$ cat config.mk
export PLATFORM = sky130hd
export DESIGN_NAME = prio_sel_top
export DESIGN_NICKNAME = d
export VERILOG_FILES = /design/src/rtl/prio_sel_pkg.sv /design/src/rtl/prio_sel_leaf.sv /design/src/rtl/prio_sel_node.sv /design/src/rtl/prio_sel_tree.sv /design/src/rtl/prio_sel_top.sv
export SDC_FILE = /design/constraint.sdc
export NUM_CORES = 1
export LEC_CHECK = 0
export BUFFER_PORTS_ARGS = -buffer_cell sky130_fd_sc_hd__buf_2
export CAP_MARGIN = 20
export CORE_UTILIZATION = 45
export DETAILED_ROUTE_END_ITERATION = 7
export PLACE_DENSITY = 0.74
export SETUP_SLACK_MARGIN = 0.05
export SLEW_MARGIN = 0
export SYNTH_ARGS = -nofsm -noshare
export SYNTH_HDL_FRONTEND = slang
export SYNTH_SLANG_ARGS = --single-unit
$ cat constraint.sdc
create_clock -name vclk -period 13.35
set_input_delay 1.335 -clock vclk [all_inputs]
set_output_delay 1.335 -clock vclk [all_outputs]
set_load 0.1 [all_outputs]
$ cat src/rtl/prio_sel_pkg.sv
package prio_sel_pkg;
  localparam int PRIO_W   = 4;
  localparam int ID_W_MAX = 10;

  typedef struct packed {
    logic                valid;
    logic [ID_W_MAX-1:0] id;
    logic [PRIO_W-1:0]   prio;
  } cand_t;
endpackage

$ cat src/rtl/prio_sel_leaf.sv
module prio_sel_leaf
  import prio_sel_pkg::*;
#(
  parameter int IDX = 1
) (
  input  logic              pending_i,
  input  logic              claimed_i,
  input  logic [PRIO_W-1:0] prio_i,
  output cand_t             cand_o
);
  logic eligible;

  assign eligible = pending_i & ~claimed_i & (prio_i != '0);

  always_comb begin
    cand_o       = '0;
    cand_o.valid = eligible;
    if (eligible) begin
      cand_o.id   = ID_W_MAX'(IDX);
      cand_o.prio = prio_i;
    end
  end

  always_comb begin
    a_r2_eligible: assert (!cand_o.valid || (pending_i && !claimed_i))
      else $error("leaf %0d valid while not pending or claimed", IDX);
    a_r5_zero_prio: assert (!cand_o.valid || cand_o.prio != '0)
      else $error("leaf %0d valid with priority 0", IDX);
  end
endmodule

$ cat src/rtl/prio_sel_node.sv
module prio_sel_node
  import prio_sel_pkg::*;
(
  input  cand_t lo_i,
  input  cand_t hi_i,
  output cand_t win_o
);
  logic take_hi;

  // hi side holds larger IDs: it wins only with strictly greater priority
  assign take_hi = hi_i.valid && (!lo_i.valid || (hi_i.prio > lo_i.prio));
  assign win_o   = take_hi ? hi_i : lo_i;

  always_comb begin
    a_r4_tie_low: assert (!(lo_i.valid && hi_i.valid && lo_i.prio == hi_i.prio)
                          || win_o.id == lo_i.id)
      else $error("tie not resolved to lower id");
    a_r3_max_prio: assert ((!lo_i.valid || win_o.prio >= lo_i.prio) &&
                           (!hi_i.valid || win_o.prio >= hi_i.prio))
      else $error("node output below an input priority");
    a_r3_valid_or: assert (win_o.valid == (lo_i.valid || hi_i.valid))
      else $error("node valid mismatch");
  end
endmodule

$ cat src/rtl/prio_sel_tree.sv
module prio_sel_tree
  import prio_sel_pkg::*;
#(
  parameter int LEAVES = 32
) (
  input  cand_t leaf_i [LEAVES],
  output cand_t root_o
);
  localparam int NODES = 2 * LEAVES - 1;

  cand_t node [NODES];

  for (genvar l = 0; l < LEAVES; l++) begin : g_leaf
    assign node[LEAVES - 1 + l] = leaf_i[l];
  end

  for (genvar n = 0; n < LEAVES - 1; n++) begin : g_node
    prio_sel_node u_node (
      .lo_i  (node[2 * n + 1]),
      .hi_i  (node[2 * n + 2]),
      .win_o (node[n])
    );
  end

  assign root_o = node[0];
endmodule

$ cat src/rtl/prio_sel_top.sv
module prio_sel_top
  import prio_sel_pkg::*;
#(
  parameter int MAX_SRC = 32,
  parameter int NUM_SRC = 28,
  localparam int ID_W   = $clog2(MAX_SRC)
) (
  input  logic [MAX_SRC-1:0]        pending_i,
  input  logic [MAX_SRC-1:0]        claimed_i,
  input  logic [MAX_SRC*PRIO_W-1:0] prio_i,
  input  logic [PRIO_W-1:0]         threshold_i,
  output logic [ID_W-1:0]           win_id_o,
  output logic [PRIO_W-1:0]         win_prio_o,
  output logic                      win_valid_o,
  output logic                      irq_o
);
  localparam int LEAVES = 1 << ID_W;

  cand_t leaf_c [LEAVES];
  cand_t root;

  for (genvar s = 0; s < LEAVES; s++) begin : g_slot
    if (s >= MAX_SRC) begin : g_pad
      assign leaf_c[s] = '0;
    end else if (s == 0 || s >= NUM_SRC) begin : g_off
      logic unused_bits;
      assign unused_bits = ^{pending_i[s], claimed_i[s], prio_i[s*PRIO_W +: PRIO_W]};
      assign leaf_c[s]   = '0;
    end else begin : g_live
      prio_sel_leaf #(.IDX(s)) u_leaf (
        .pending_i (pending_i[s]),
        .claimed_i (claimed_i[s]),
        .prio_i    (prio_i[s*PRIO_W +: PRIO_W]),
        .cand_o    (leaf_c[s])
      );
    end
  end

  prio_sel_tree #(.LEAVES(LEAVES)) u_tree (
    .leaf_i (leaf_c),
    .root_o (root)
  );

  if (ID_W < ID_W_MAX) begin : g_id_hi
    logic unused_id_hi;
    assign unused_id_hi = ^root.id[ID_W_MAX-1:ID_W];
  end

  assign win_valid_o = root.valid;
  assign win_id_o    = root.id[ID_W-1:0];
  assign win_prio_o  = root.prio;
  assign irq_o       = root.valid && (root.prio > threshold_i);

  always_comb begin
    a_r1_none_zero: assert (win_valid_o || (win_id_o == '0 && win_prio_o == '0))
      else $error("no winner but id/prio nonzero");
    a_r6_range: assert (!win_valid_o || (win_id_o != '0 && int'(win_id_o) < NUM_SRC))
      else $error("winner id %0d outside live range", win_id_o);
    a_r8_prio_match: assert (!win_valid_o ||
                             win_prio_o == prio_i[int'(win_id_o)*PRIO_W +: PRIO_W])
      else $error("winner priority does not match its slot");
    a_r7_irq_gate: assert (!irq_o || (win_valid_o && win_prio_o > threshold_i))
      else $error("irq without qualifying winner");
  end
endmodule

==> results.cfg <==
[status]
status = finished clean

[global_routing]
antenna_found_initial = 0
grt_pass1_vias = 5606
globalRoute.totalOverflow = 0
grt_max_degree = 16
gr-usage-all-layers_pct = 21.81
grt_pass1_wl_um = 24100

[worst_setup_path]
crit_type = in2out
crit_family = compound AO/OA/AOI/OAI gates
crit_arrival_ps = 10670
required_ps = 12020
worstSetupEndpointType = output port
cp-start-kind = input pin
cp_slowest_stage_delay_ps = 590
critical_path_peak_fanout = 10
path_buf_inv = 7
critical_path.slowest_cell = a221oi_1

[layout]
final-seq-area_um2 = 0
n_fill_cell = 1207
finalNetCount = 1221
layout_common_cells = buf_2 (177), ha_1 (108), nand2_1 (88), inv_1 (72), and2_1 (47)
drive_gt1_share_pct = 25.46
nClkBuffers = 0
design.seq.count = 0
final_cell_area_um2 = 6553
multi_input_area_um2 = 5209
syn_to_final_growth_pct = 18.56
antenna_cells = 0
final_common_cell = buf_2

[yosys]
syn_area_per_cell_um2 = 7.438
yosysTopAreaCell = ha_1
syn_nets = 1047
ys_seq_area_share_pct = 0
syn_inst = 743
syn_area_um2 = 5527
synth_largest_type_area_fraction_pct = 24.45
synth.distinct_cells = 87
yosys_warnings = 0
yosys-top-cells-area = ha_1 (24%), nand2_1 (6.0%), and2_1 (5.3%)

[drt]
viasPerCell = 5.803
vias = 6163
routedWlPerCell_um = 13.42
detail-route-antenna-nets = 0
routed_wl_um = 14250
route.detailed.drc = 0
drt_first_pass_iters = 5
drtIter0Drc = 211

[die]
dieWidth_um = 112.8
initial_core_util_pct = 46.01
die-area_um2 = 12730
io_pins = 207
rows = 40
die_y_um = 112.8
core_area_um2 = 12010

[placement]
dp_slack_ps = 1368
port-buffer-count = 177
place_hpwl_um = 12740
gp_congestion = 0.8785
post_dp_cell_area_um2 = 6553

[sta]
fin_ws_ps = 1342
period_minus_slack_ps = 12010
max_slew.worst_pin.slew_ps = 809.7
drv_slew = 0
slew_headroom_pct = 45.31
fin_tns_setup_ps = 0
setup_violations = 0
worst_hold_slack_ps = 3416
rsz0062_at_grt = false
fin_crit_sh_pct = 89.95
final_hold_viol_count = 0
fmax_mhz = 83.28

[clocking]
cts_hold_buffers = 0
postCtsSetupBuffers = 0
post_cts_resize_count = 0

[power]
powerDensity_nw_per_um2 = 123.3
p_leak_nw = 3.265
peakVddDrop_uv = 182.9

[hold_path]
hp-class = in2out

[run]
maxCapViolCount = 0
-- layer usage --
metal	track usage (%)	routed length (um)
met1	30.36	7077
met4	1.956	145
met3	0.6427	540
met5	0	0
met2	38.68	6484
-- worst paths after layout --
check / from / end / cells after the start
hold / removal: threshold_i[0] / irq_o / 5
setup / recovery: prio_i[69] / irq_o / 48
-- synth_stat cells (11+ instances only) --
master	number
a211oi_1	11
a21oi_1	37
a22oi_1	21
a41oi_1	11
and2_1	47
ha_1	108
inv_1	72
mux2_2	12
mux2i_1	28
nand2_1	88
nand2b_1	12
nand4_1	11
nor2_1	28
nor2b_1	26
nor4_1	15
o21ai_0	31
-- area by class of cell --
type / count / share of cell area, %
multi-input combinational: 665 / 79.49
timing repair buffer: 177 / 13.52
inverter: 73 / 4.182
tap: 147 / 2.807
-- cell families after synthesis --
kind of cell             Yosys count  synth area share (%)
AO/OA/AOI/OAI                    236                 33.19
adder cells (fa/ha/maj)          108                 24.45
buffers and inverters             78                 5.750
multiplexers                      42                 7.924
AND/OR/NAND/NOR                  279                 28.68
-- report_power, final --
group,internal [W],total (W),switching (W)
registers,0,0,0
logic,0.000233,0.000808,0.000575
clock network,0,0,0
total,0.000233,0.000808,0.000575
-- stage by stage --
stage	std cells	util [%]	power (W)
2_1_floorplan	743	-	0.0006564
3_5_place_dp	1062	54.55	0.0008086
6_report	1062	54.55	0.0008081
3_3_place_gp	1062	54.55	0.0008014
5_1_grt	1062	54.55	0.0008735
4_1_cts	1062	54.55	0.0008110
No activity file was read; power rests on OpenSTA's default activity.
